### src/rtl/insn_dec_pkg.sv
package insn_dec_pkg;
  localparam int INSN_W   = 32;
  localparam int OP_W     = 5;
  localparam int PRI_W    = 6;
  localparam int WIDE_W   = 10;
  localparam int NARROW_W = WIDE_W - 1;
  localparam int LOW_W    = 2;
  localparam int DISP_W   = 16;
  localparam int PRI_LSB  = INSN_W - PRI_W;
  localparam int FLD_LSB  = 1;
  localparam int OE_POS   = FLD_LSB + NARROW_W;

  localparam logic [PRI_W-1:0] PRI_BRANCH = PRI_W'(19);
  localparam logic [PRI_W-1:0] PRI_ALU    = PRI_W'(31);
  localparam logic [PRI_W-1:0] PRI_LOADW  = PRI_W'(58);
  localparam logic [LOW_W-1:0] LOW_LOAD_SX = LOW_W'(2);

  typedef enum logic [OP_W-1:0] {
    OP_NOP          = 5'd0,
    OP_ADD          = 5'd1,
    OP_SUB_FROM     = 5'd2,
    OP_ADD_CY       = 5'd3,
    OP_SUB_FROM_CY  = 5'd4,
    OP_NEGATE       = 5'd5,
    OP_ADD_EX       = 5'd6,
    OP_ADD_M1_EX    = 5'd7,
    OP_SUB_FROM_EX  = 5'd8,
    OP_SUB_M1_EX    = 5'd9,
    OP_ADD_Z_EX     = 5'd10,
    OP_SUB_Z_EX     = 5'd11,
    OP_MUL_HI_S     = 5'd12,
    OP_MUL_HI_U     = 5'd13,
    OP_MUL_LO       = 5'd14,
    OP_DIV_S        = 5'd15,
    OP_DIV_U        = 5'd16,
    OP_COMPARE      = 5'd17,
    OP_STORE_IX_UPD = 5'd18,
    OP_READ_SPECIAL = 5'd19,
    OP_MEM_FENCE    = 5'd20,
    OP_IO_FENCE     = 5'd21,
    OP_COND_WRITE   = 5'd22,
    OP_COND_READ    = 5'd23,
    OP_LOAD_WORD_SX = 5'd24,
    OP_BRANCH_LINK  = 5'd25,
    OP_BRANCH_COUNT = 5'd26
  } op_e;
endpackage

### src/rtl/dec_wide_tbl.sv
module dec_wide_tbl
  import insn_dec_pkg::*;
(
  input  logic [WIDE_W-1:0] code,
  input  logic              sel_alu,
  input  logic              sel_branch,
  output logic              hit,
  output op_e               op
);
  always_comb begin
    op = OP_NOP;
    if (sel_alu) begin
      case (code)
        WIDE_W'(0):   op = OP_COMPARE;
        WIDE_W'(183): op = OP_STORE_IX_UPD;
        WIDE_W'(339): op = OP_READ_SPECIAL;
        WIDE_W'(598): op = OP_MEM_FENCE;
        WIDE_W'(854): op = OP_IO_FENCE;
        default:      op = OP_NOP;
      endcase
    end else if (sel_branch) begin
      case (code)
        WIDE_W'(16):  op = OP_BRANCH_LINK;
        WIDE_W'(528): op = OP_BRANCH_COUNT;
        default:      op = OP_NOP;
      endcase
    end
    hit = (op != OP_NOP);
  end
endmodule

### src/rtl/dec_narrow_tbl.sv
module dec_narrow_tbl
  import insn_dec_pkg::*;
(
  input  logic [NARROW_W-1:0] code,
  input  logic                sel,
  output logic                hit,
  output op_e                 op
);
  always_comb begin
    op = OP_NOP;
    if (sel) begin
      case (code)
        NARROW_W'(266): op = OP_ADD;
        NARROW_W'(40):  op = OP_SUB_FROM;
        NARROW_W'(10):  op = OP_ADD_CY;
        NARROW_W'(8):   op = OP_SUB_FROM_CY;
        NARROW_W'(104): op = OP_NEGATE;
        NARROW_W'(138): op = OP_ADD_EX;
        NARROW_W'(234): op = OP_ADD_M1_EX;
        NARROW_W'(136): op = OP_SUB_FROM_EX;
        NARROW_W'(232): op = OP_SUB_M1_EX;
        NARROW_W'(202): op = OP_ADD_Z_EX;
        NARROW_W'(200): op = OP_SUB_Z_EX;
        NARROW_W'(75):  op = OP_MUL_HI_S;
        NARROW_W'(11):  op = OP_MUL_HI_U;
        NARROW_W'(235): op = OP_MUL_LO;
        NARROW_W'(491): op = OP_DIV_S;
        NARROW_W'(459): op = OP_DIV_U;
        default:        op = OP_NOP;
      endcase
    end
    hit = (op != OP_NOP);
  end
endmodule

### src/rtl/dec_late_tbl.sv
module dec_late_tbl
  import insn_dec_pkg::*;
(
  input  logic [WIDE_W-1:0] code,
  input  logic              sel,
  output logic              hit,
  output op_e               op
);
  always_comb begin
    op = OP_NOP;
    if (sel) begin
      case (code)
        WIDE_W'(144): op = OP_COND_WRITE;
        WIDE_W'(19):  op = OP_COND_READ;
        default:      op = OP_NOP;
      endcase
    end
    hit = (op != OP_NOP);
  end
endmodule

### src/rtl/ext_opcode_decoder.sv
module ext_opcode_decoder
  import insn_dec_pkg::*;
(
  input  logic              clk,
  input  logic              rst,
  input  logic              in_valid,
  input  logic [31:0]       in_insn,
  output logic              out_valid,
  output logic [4:0]        op_q,
  output logic              oe_q,
  output logic              unknown_q,
  output logic [15:0]       disp_q
);
  logic [PRI_W-1:0]    pri;
  logic [WIDE_W-1:0]   wide_fld;
  logic [NARROW_W-1:0] narrow_fld;
  logic [LOW_W-1:0]    low_fld;
  logic                oe_bit;
  logic                is_alu, is_branch, is_loadw;
  logic                wide_hit, narrow_hit, late_hit, load_hit;
  op_e                 wide_op, narrow_op, late_op;
  op_e                 op_d;
  logic                oe_d, unk_d;
  logic [DISP_W-1:0]   disp_d;
  logic                unused_bits;

  assign pri        = in_insn[INSN_W-1:PRI_LSB];
  assign wide_fld   = in_insn[FLD_LSB+WIDE_W-1:FLD_LSB];
  assign narrow_fld = in_insn[FLD_LSB+NARROW_W-1:FLD_LSB];
  assign oe_bit     = in_insn[OE_POS];
  assign low_fld    = in_insn[LOW_W-1:0];
  assign is_alu     = (pri == PRI_ALU);
  assign is_branch  = (pri == PRI_BRANCH);
  assign is_loadw   = (pri == PRI_LOADW);
  assign load_hit   = is_loadw && (low_fld == LOW_LOAD_SX);
  assign unused_bits = ^in_insn[PRI_LSB-1:DISP_W];

  dec_wide_tbl u_wide (
    .code(wide_fld), .sel_alu(is_alu), .sel_branch(is_branch),
    .hit(wide_hit), .op(wide_op)
  );

  dec_narrow_tbl u_narrow (
    .code(narrow_fld), .sel(is_alu), .hit(narrow_hit), .op(narrow_op)
  );

  dec_late_tbl u_late (
    .code(wide_fld), .sel(is_alu), .hit(late_hit), .op(late_op)
  );

  always_comb begin
    op_d   = OP_NOP;
    oe_d   = 1'b0;
    unk_d  = 1'b0;
    disp_d = '0;
    if (wide_hit) begin
      op_d = wide_op;
    end else if (narrow_hit) begin
      op_d = narrow_op;
      oe_d = oe_bit;
    end else if (late_hit) begin
      op_d = late_op;
    end else if (load_hit) begin
      op_d   = OP_LOAD_WORD_SX;
      disp_d = {in_insn[DISP_W-1:LOW_W], {LOW_W{1'b0}}};
    end else begin
      unk_d = 1'b1;
    end
  end

  always_ff @(posedge clk) begin
    if (rst) begin
      out_valid <= 1'b0;
      op_q      <= '0;
      oe_q      <= 1'b0;
      unknown_q <= 1'b0;
      disp_q    <= '0;
    end else begin
      out_valid <= in_valid;
      if (in_valid) begin
        op_q      <= op_d;
        oe_q      <= oe_d;
        unknown_q <= unk_d;
        disp_q    <= disp_d;
      end
    end
  end


  valid_lag_chk: assert property (@(posedge clk) disable iff (rst)
    1'b1 |=> (out_valid == $past(in_valid)));


  idle_hold_chk: assert property (@(posedge clk) disable iff (rst)
    !in_valid |=> ($stable(op_q) && $stable(oe_q) && $stable(unknown_q) && $stable(disp_q)));


  wide_first_chk: assert property (@(posedge clk) disable iff (rst)
    (in_valid && wide_hit) |=> ((op_q == $past(wide_op)) && !oe_q));


  oe_from_narrow_chk: assert property (@(posedge clk) disable iff (rst)
    (in_valid && !wide_hit && narrow_hit) |=> (oe_q == $past(oe_bit)));


  disp_align_chk: assert property (@(posedge clk) disable iff (rst)
    (out_valid && op_q == OP_LOAD_WORD_SX) |-> (disp_q[LOW_W-1:0] == '0));


  unknown_nop_chk: assert property (@(posedge clk) disable iff (rst)
    (out_valid && unknown_q) |-> ((op_q == '0) && !oe_q && (disp_q == '0)));
endmodule

### config.mk
export PLATFORM = sky130hd
export DESIGN_NAME = ext_opcode_decoder
export DESIGN_NICKNAME = d
export VERILOG_FILES = /design/src/rtl/insn_dec_pkg.sv /design/src/rtl/dec_wide_tbl.sv /design/src/rtl/dec_narrow_tbl.sv /design/src/rtl/dec_late_tbl.sv /design/src/rtl/ext_opcode_decoder.sv
export SDC_FILE = /design/constraint.sdc
export NUM_CORES = 1
export LEC_CHECK = 0
export ABC_CLOCK_PERIOD_IN_PS = 5700
export BUFFER_PORTS_ARGS = -buffer_cell sky130_fd_sc_hd__buf_2
export CELL_PAD_IN_SITES_DETAIL_PLACEMENT = 0
export CELL_PAD_IN_SITES_GLOBAL_PLACEMENT = 1
export CORE_ASPECT_RATIO = 0.75
export CORE_MARGIN = 2
export CORE_UTILIZATION = 39
export DETAILED_ROUTE_END_ITERATION = 10
export PLACE_DENSITY = 0.88
export REMOVE_ABC_BUFFERS = 1
export SLEW_MARGIN = 20
export SYNTH_ARGS = -nofsm -noshare
export SYNTH_HDL_FRONTEND = slang
export SYNTH_HIERARCHICAL = 1
export SYNTH_SLANG_ARGS = --single-unit
### constraint.sdc
create_clock -name clk -period 5.7 [get_ports clk]
set_input_delay 0.57 -clock clk [delete_from_list [all_inputs] [get_ports clk]]
set_output_delay 0.57 -clock clk [all_outputs]
set_load 0.005 [all_outputs]
==> metrics, run 1 <==
status=finished, final reports clean; worst min path class=flip-flop to flip-flop; pwr dens=around 160 nW/um^2; Pre-Repair DR Iteration Count=4; average wire per standard cell=14.7 um; clk slew on worst S/H paths=0.07 ns; Syn. warnings=6; die width=80.6 um; synth unique cells=66; CTS tree=built; Synth top cells by count=nand2_1 (24), dfxtp_1 (22), a21oi_1 (21), nand4_1 (18); row count=20; ys async rst share=0%; largest family of logic cells by synthesized area=simple AND/OR/NAND/NOR gates; routed wire length=4300 um; H-Tree Depth=1; HPWL after DPL=3080 um; clk sink count=22; Post-route DRC=0; starting density of the core=41.6%; Slew HR=41.5%; critical path endpoint category=flip-flop; largest net degree at the start of global routing=23; clock latency on the worst-skew pair=between 0.2 and 0.3 ns; fmax=between 0.3 and 0.4 GHz; Cell Area, Synth=1720 um^2; synthesized instance count=~210; sequential share of the synthesized area=25.6%; post-synthesis simple-gate area fraction=between 30% and 40%; Setup Viol. Count Final=0; Worst Path Max Fanout=15; critical path arrival=just over 3 ns; GRT Resource Usage Total=between 10% and 20%; most numerous cell in the Yosys netlist=nand2_1; Clock Skew=0 ns; die area=between 4000 and 5000 um^2; Syn-to-layout area delta=11.1%; Max VDD drop=108 uV; Avg Synthesized Cell Area=between 8 and 9 um^2; crit share post-route=about half; first-pass GRT wire length=approximately 6800 um; number of CTS-inserted buffers=3; largest cells by area after synthesis=dfxtp_1 (26%), nand4_1 (6.6%), a21oi_1 (6.1%), buf_6 (5.2%), nand2_1 (5.2%); slack of the critical path=approximately 2.8 ns; EDFF count, synth=0; CTS Hold Bufs=0; Final #Nets=around 280; post-synth top area share=25.6%; CP required=around 6 ns; multiplexer area fraction after synthesis=less than 1%; Final TNS setup=0 ns; dpl ws=2.53 ns; grt ovf=0; max-cap viol count=0; Pins Over Slew Limit=0; Worst setup SP type=input port; antenna viol nets, final=0; initial antenna violation count=0; Synth Area in Adders=less than 1%; largest area contributor in the netlist=dfxtp_1; leakage=around 0.00072 uW; post-synthesis compound-gate area fraction=between 20% and 30%; I/O Pins=59; n_diodes=0; Starting DRT DRC Count=114; clk buf depth=2; Final Critical Period=~2.9 ns; port bufs=46; RSZ-0062 raised after global routing=no; Yosys reg bits=22; Root Driver=clkbuf_8; Vias=~1700; slew of the pin with the lowest slew margin=0.872 ns; kind of critical path=input port to flip-flop; gpl congestion=0.834; Die Height=a little over 60 um; xor and xnor area share after synthesis=under 10%; area of the core=between 4000 and 5000 um^2; Hold Violations, Final=0; vias in the first global route=1434; PostCTS Resize Cnt=0; postcts setup bufs=0; Main synth FF type=dfxtp_1; share of cells above drive strength 1=roughly 34%; routed vias/inst=5.63
## metrics by stage
stage | cells | hold slack [ns] | cell area [um^2] | power (uW) | utilization, %
5_1_grt | 293 | 0.460 | 1910 | 316 | 46.2
3_5_place_dp | 290 | 0.442 | 1870 | 212 | 45.2
4_1_cts | 293 | 0.452 | 1910 | 304 | 46.2
6_report | 293 | 0.451 | 1910 | 302 | 46.2
3_3_place_gp | 290 | 0.439 | 1870 | 212 | 45.2
2_1_floorplan | 187 | 0.442 | 1550 | 182 | -
## area by class of cell
| type | instances | area (um^2) |
|---|---|---|
| fillers | 437 | 2220 |
| multi-input cells | 160 | 1090 |
| flip-flops and latches | 22 | 440 |
| repair buffers | 48 | 245 |
| well taps | 55 | 68.8 |
| clock buffers | 3 | 41.3 |
| inverters | 5 | 21.3 |
## worst max-delay path, cell delays in order
cell	delay (ns)
buf_2	0.10
nand4b_1	0.18
nor2_1	0.12
buf_4	0.20
or4b_1	0.50
a211oi_1	0.75
nor4b_4	0.24
a21boi_0	0.19
o21ba_2	0.23
## sequential cells by signal (all words and copies together) (netlist names)
name / count
unknown_q: 1
oe_q: 1
op_q: 5
disp_q: 14
out_valid: 1
## placed cells by master (no fill, tap or decap), drive strengths merged, types with 3 or more instances in the layout
master  Yosys  routed
buf        19      48
nand2      24      24
dfxtp      22      22
a21oi      21      21
nand4      18      18
nor2        8       8
a211oi      6       6
nor3        6       6
and3b       5       5
inv         5       5
o221ai      4       4
nand3b      4       4
nand3       4       4
a21o        4       4
conb        2       3
clkbuf      3       3
a31oi       3       3
o22ai       3       3
nor4        3       3
## power breakdown
group,switching (uW),internal (uW),total [uW]
clock,45.7,47.0,92.7
combinational,34.1,19.4,53.5
sequential,0.632,155,156
total,80.4,222,302
## worst paths after layout
kind,start,to,depth (start not counted),slack [ns]
min,disp_q[15],disp_q[15],2,0.45
max reg2reg,unknown_q,unknown_q,2,4.98
max,in_insn[31],unknown_q,9,2.76
min reg2reg,disp_q[15],disp_q[15],2,0.45
## cell families (layout without fill, tap and decap cells)
family                     after synthesis  after routing
DFF                                     22             22
muxes                                    1              1
and+or+nand+nor                         95             95
xor gates and xnor gates                 2              2
adders and majority gates                1              1
buffers and inverters                   27             56
AOI/OAI and AO/OA                       58             58
other                                    2              3
## layer usage
layer	global-route usage (%)	part of all wire [%]
met3	4.11	5.7
met4	0.726	0
met5	0	0
met1	25.3	51
met2	27.7	43
Power figures use the tool's default switching activity.
==> inputs of run 2 (changes only) <==
Settings changed: ABC_AREA set to 1, ABC_CLOCK_PERIOD_IN_PS 5700 to 2500, CORE_UTILIZATION 39 to 31, PLACE_DENSITY 0.88 to 0.8.
Clock period 5.7 ns to 2.5 ns, I/O delays scaled along.
==> metrics, run 2 <==
Worst Path Max Fanout=7 (-8); CTS Hold Bufs=0 (unchanged); gpl congestion=0.885 (+6.2%); die width=93.1 um (+15%); Power Internal=499 uW (+130%); Synth top cells by count=nand2_1 (81), nor2_1 (38), inv_1 (34), a21oi_1 (29), dfxtp_1 (22); Die Height=70.8 um (+15%); Main synth FF type=dfxtp_1; initial antenna violation count=0 (unchanged); synthesized instance count=313 (+50%); PostCTS Resize Cnt=0 (unchanged); max reg flops=14 (unchanged); Logic pwr share=18.2% (+0.5 points); starting density of the core=32.0% (-9.6 points); most frequent cells in the layout=nand2_1 (81), buf_2 (46), nor2_1 (38); Final #Nets=389 (+41%); critical path's slowest cell=nor4_1; critical path endpoint category=flip-flop; EDFF count, synth=0 (unchanged); routed vias/inst=4.65 (-17%); synth unique cells=28 (-58%); die area=6590 um^2 (+33%); max-cap viol count=0 (unchanged); CP required=2.65 ns (-3.21 ns); port bufs=46 (unchanged); HPWL after DPL=3750 um (+22%); most used cell, CP=nand2_1; routed wire length=4820 um (+12%); Syn-to-layout area delta=16.3%; grt ovf=0 (unchanged); worst min path class=input port to flip-flop; Pins Over Slew Limit=0 (unchanged); clk sink count=22 (unchanged); sw frac=28.0% (+1.4 points); clk slew on worst S/H paths=0.07 ns (about the same); max layer used=met3; Worst setup SP type=input port; Final Critical Period=between 1.5 and 2 ns; area of the core=5770 um^2 (+40%); GRT Resource Usage Total=15.0% (-2.3 points); antenna viol nets, final=0 (unchanged); Clock Skew=0 ns (unchanged); most flop-heavy register=disp_q; Vias=1999 (+21%); Post-route DRC=0 (unchanged); Hold Violations, Final=0 (unchanged); Syn. warnings=6 (unchanged); Critical Path Max Stage Delay=0.38 ns (-0.37 ns); CTS tree=built; I/O Pins=59 (unchanged); Root Driver=clkbuf_8; Metal-1 WL=2630 um (+19%); n_diodes=0 (unchanged); Avg Synthesized Cell Area=5.89 um^2 (-29%); met2 WL post-DR=1870 um (+1.7%); vias in the first global route=1726 (+20%); ys async rst share=0% (unchanged); most common cell after layout, fill and taps aside=nand2_1; sequential share of power=51.2% (-0.4 points); dpl cell area=2100 um^2 (+13%); row count=24 (+20%); status=finished, final reports clean; kind of critical path=input port to flip-flop; met3 WL=314 um (+28%); most numerous cell in the Yosys netlist=nand2_1; fmax=around 0.54 GHz; H-Tree Depth=1 (unchanged); critical path arrival=1.99 ns (-1.11 ns); leakage=0.00105 uW (+45%); Starting DRT DRC Count=101 (-11%); number of CTS-inserted buffers=3 (unchanged); largest area contributor in the netlist=dfxtp_1; clk buf depth=2 (unchanged); postcts setup bufs=0 (unchanged); clock latency on the worst-skew pair=0.25 ns (about the same); NetSw=194 uW (+140%); Pre-Repair DR Iteration Count=4 (unchanged); RSZ-0062 raised after global routing=no; sequential share of the synthesized area=23.9% (-1.8 points); largest net degree at the start of global routing=22 (-4.3%); clock share of power=30.7% (about the same); Yosys reg bits=22 (unchanged); final instance area=2140 um^2 (+12%); pwr dens=323 nW/um^2 (+100%); crit share post-route=between 70% and 80%; largest cells by area after synthesis=dfxtp_1 (24%), nand2_1 (16%), a21oi_1 (7.9%), nor2_1 (7.7%), inv_1 (6.9%); total power=693 uW (+130%); CP Cell Sequence=buf_2, nand2_1, nor4_1, nand2_1, nor3_1, nand2_1, nand3_1, inv_1, or2_2, nand2_1, a21oi_1; Hold Slack=0.258 ns (-0.193 ns); Cell Area, Synth=1840 um^2 (+7.4%); first-pass GRT wire length=8160 um (+20%); Largest regs=disp_q x14, op_q x5; Max VDD drop=211 uV (+96%); Final TNS setup=0 ns (unchanged); post-synth top area share=23.9% (-1.8 points); share of cells above drive strength 1=26.1% (-7.5 points); Setup Viol. Count Final=0 (unchanged); average wire per standard cell=11.2 um (-24%)
run 2: power by group through the flow:
stage / Combinational [uW] / Sequential, uW / Clock, uW
after floorplan: 63.1 / 364 / 0
after global placement: 125 / 363 / 0
after detailed placement: 125 / 363 / 0
after CTS: 126 / 355 / 218
after global routing: 142 / 355 / 236
final: 126 / 355 / 213
run 2: metal layers:
| metal | vias up | global-route usage (%) |
|---|---|---|
| li1 | 1071 | - |
| met1 | 865 | 24.8 |
| met2 | 63 | 20.3 |
| met3 | 0 | 3.41 |
| met4 | 0 | 0.980 |
| met5 | - | 0 |
run 2: through the flow:
| stage | util (%) | setup slack, ns | std cells |
|---|---|---|---|
| final | 37.2 | 0.657 | 430 |
| after detailed placement | 36.5 | 0.368 | 427 |
| after global routing | 37.2 | 0.412 | 430 |
| after global placement | 36.5 | 0.390 | 427 |
| after CTS | 37.2 | 0.641 | 430 |
| after floorplan | - | 0.558 | 301 |
run 2: path summary, 6_finish.rpt:
path                            depth (start not counted)  slack, ns   startpoint         end
worst max-delay path                                   11       0.66  in_insn[26]     op_q[4]
worst min-delay path                                    3       0.26  in_insn[14]  disp_q[14]
worst max register to register                          2       1.89    disp_q[5]   disp_q[5]
worst min register to register                          2       0.46    disp_q[2]   disp_q[2]
run 2: final cells by class:
class,count,area [um^2]
inverter,44,165
multi-input combinational,235,1150
timing repair buffer,48,245
sequential,22,440
clock buffer,3,41.3
tap,78,97.6
fill,652,3620
run 2: worst max-delay path, delay by kind of cell:
| kind | cells | cell delay (ns) |
|---|---|---|
| compound gates | 1 | 0.05 |
| buf+inv | 2 | 0.25 |
| simple gates | 8 | 1.45 |
run 2: kinds of logic (layout without fill, tap and decap cells):
group,after synthesis,after routing,share of synthesized area [%]
AND/OR/NAND/NOR,194,194,51.2
buffers and inverters,57,95,13.7
AO/OA/AOI/OAI,38,38,10.8
flip-flops,22,22,23.9
other,2,3,0.407
==> inputs of run 3 (changes only) <==
Settings changed: ABC_AREA 1 to 0, ABC_CLOCK_PERIOD_IN_PS 2500 to 1840, CORE_UTILIZATION 31 to 36, PLACE_DENSITY 0.8 to 0.83.
Clock period 2.5 ns to 1.84 ns, I/O delays scaled along.
==> metrics, run 3 (same netlist as run 1, synthesis figures left out) <==
clock share of power=28.6% (-2.1 points); Hold Slack=0.176 ns (-0.0812 ns); antenna viol nets, final=0 (unchanged); Power Internal=743 uW (+49%); Root Driver=clkbuf_8; critical path's slowest cell=o31a_1; grt ovf=0 (unchanged); CP required=2.03 ns (-0.62 ns); sequential share of power=47.3% (-3.9 points); Post-route DRC=0 (unchanged); slew of the pin with the lowest slew margin=between 0.6 and 0.7 ns; n_diodes=0 (unchanged); routed wire length=5240 um (+8.9%); Syn-to-layout area delta=40.0%; average wire per standard cell=15.2 um (+36%); vias in the first global route=1737 (+0.64%); Logic pwr share=24.0% (+5.8 points); die area=5350 um^2 (-19%); H-Tree Depth=1 (unchanged); Die Height=63.8 um (-9.8%); footprint of the multi-input gates=1150 um^2 (-0.11%); leakage=0.000996 uW (-4.9%); final instance area=2400 um^2 (+12%); FF+latch area=440 um^2 (unchanged); I/O Pins=59 (unchanged); critical path arrival=2.08 ns (+0.09 ns); # fillers=434 (-33%); Hold Violations, Final=0 (unchanged); Pins Over Slew Limit=0 (unchanged); starting density of the core=38.0% (+6.0 points); dpl cell area=2210 um^2 (+5.0%); number of CTS-inserted buffers=3 (unchanged); fmax=around 0.53 GHz; clk buf depth=2 (unchanged); slack of the critical path=-0.0481 ns (-0.705 ns); row count=21 (-13%); share of cells above drive strength 1=48.6% (+22 points); GRT Resource Usage Total=18.8% (+3.8 points); most flop-heavy register=disp_q; Final Critical Period=around 1.9 ns; status=finished with violations; largest net degree at the start of global routing=23 (+4.5%); port bufs=46 (unchanged); pwr dens=424 nW/um^2 (+31%); clk slew on worst S/H paths=0.08 ns (about the same); crit share post-route=103%; max-cap viol count=0 (unchanged); Setup Viol. Count Final=14 (+14); clock latency on the worst-skew pair=0.25 ns (about the same); kind of critical path=input port to flip-flop; Worst Path Max Fanout=7 (unchanged); Largest regs=disp_q x14, op_q x5; Final #Nets=325 (-16%); Worst setup SP type=input port; area of the core=4520 um^2 (-22%); most common cell after layout, fill and taps aside=buf_4; Max VDD drop=293 uV (+39%); RSZ-0062 raised after global routing=yes; Slew HR=between 50% and 60%; worst min path class=input port to flip-flop; NetSw=277 uW (+42%); CP Cell Sequence=buf_6, nor3b_4, buf_6, and2b_2, a31o_1, o31a_1, nor4b_4, buf_4, nand4_1, a21oi_1; max reg flops=14 (unchanged); die width=83.8 um (-10%); most frequent cells in the layout=buf_4 (50), buf_2 (39), nand2_1 (24); most used cell, CP=buf_6; Pre-Repair DR Iteration Count=4 (unchanged); CTS Hold Bufs=0 (unchanged); critical path endpoint category=flip-flop; first-pass GRT wire length=8400 um (+2.9%); sw frac=27.1% (-0.89 points); routed vias/inst=5.46 (+17%); HPWL after DPL=3860 um (+2.8%); Starting DRT DRC Count=118 (+17%); Critical Path Max Stage Delay=0.35 ns (-0.03 ns); Clock Skew=0 ns (unchanged); initial antenna violation count=0 (unchanged); clk sink count=22 (unchanged); Vias=1882 (-5.9%); CTS tree=built; failing checks=setup timing; gpl congestion=0.956 (+8.0%)
==> run 3: worst paths after layout <==
path / start / slack (ns) / endpoint / depth (start not counted)
min reg2reg: disp_q[15] / 0.45 / disp_q[15] / 2
max reg2reg: unknown_q / 1.10 / unknown_q / 2
max: in_insn[4] / -0.05 / disp_q[9] / 10
min: in_insn[13] / 0.18 / disp_q[13] / 3
==> run 3: layer usage <==
metal,routed length [um],track usage [%]
met5,0,0
met3,299,3.62
met2,2300,29.0
met4,30,1.81
met1,2610,28.0
==> run 3: power by group through the flow <==
stage	logic, uW	clock network [uW]	registers [uW]
after floorplan	69.9	0	494
after global placement	215	0	494
after detailed placement	216	0	494
after CTS	223	303	483
after global routing	264	326	483
final	245	292	483
==> run 3: through the flow <==
stage / worst slack (ns) / setup TNS, ns / power, uW / util [%] / cells
floorplan: -0.867 / -13.23 / 564 / - / 187
global placement: -0.371 / -5.66 / 709 / 48.9 / 337
detailed placement: -0.378 / -6.35 / 710 / 48.9 / 337
CTS: -0.0238 / -0.0308 / 1010 / 50.5 / 340
global route: -0.145 / -1.87 / 1070 / 53.2 / 345
finish: -0.0481 / -0.302 / 1020 / 53.2 / 345
==> run 3: critical path, delay by kind of cell <==
kind / cells / cell delay [ns]
AND/OR/NAND/NOR: 4 / 0.78
AO/OA/AOI/OAI: 3 / 0.66
buffers and inverters: 3 / 0.44
==> run 3: final cells by class <==
type | instances | area share, %
clock buffer | 3 | 1.72
tap | 57 | 2.97
multi-input combinational | 160 | 48.0
timing repair buffer | 98 | 28.1
inverter | 5 | 0.884
sequential | 22 | 18.3
==> run 3: repair_timing <==
| item | CTS | global route |
|---|---|---|
| gates resized for setup | 8 | 23 |
| cloned | 0 | 1 |
| hold endpoints to repair | 0 | 0 |
| setup endpoints to repair | 19 | 21 |
| setup buffers | 0 | 4 |
| pin swaps | 2 | 14 |
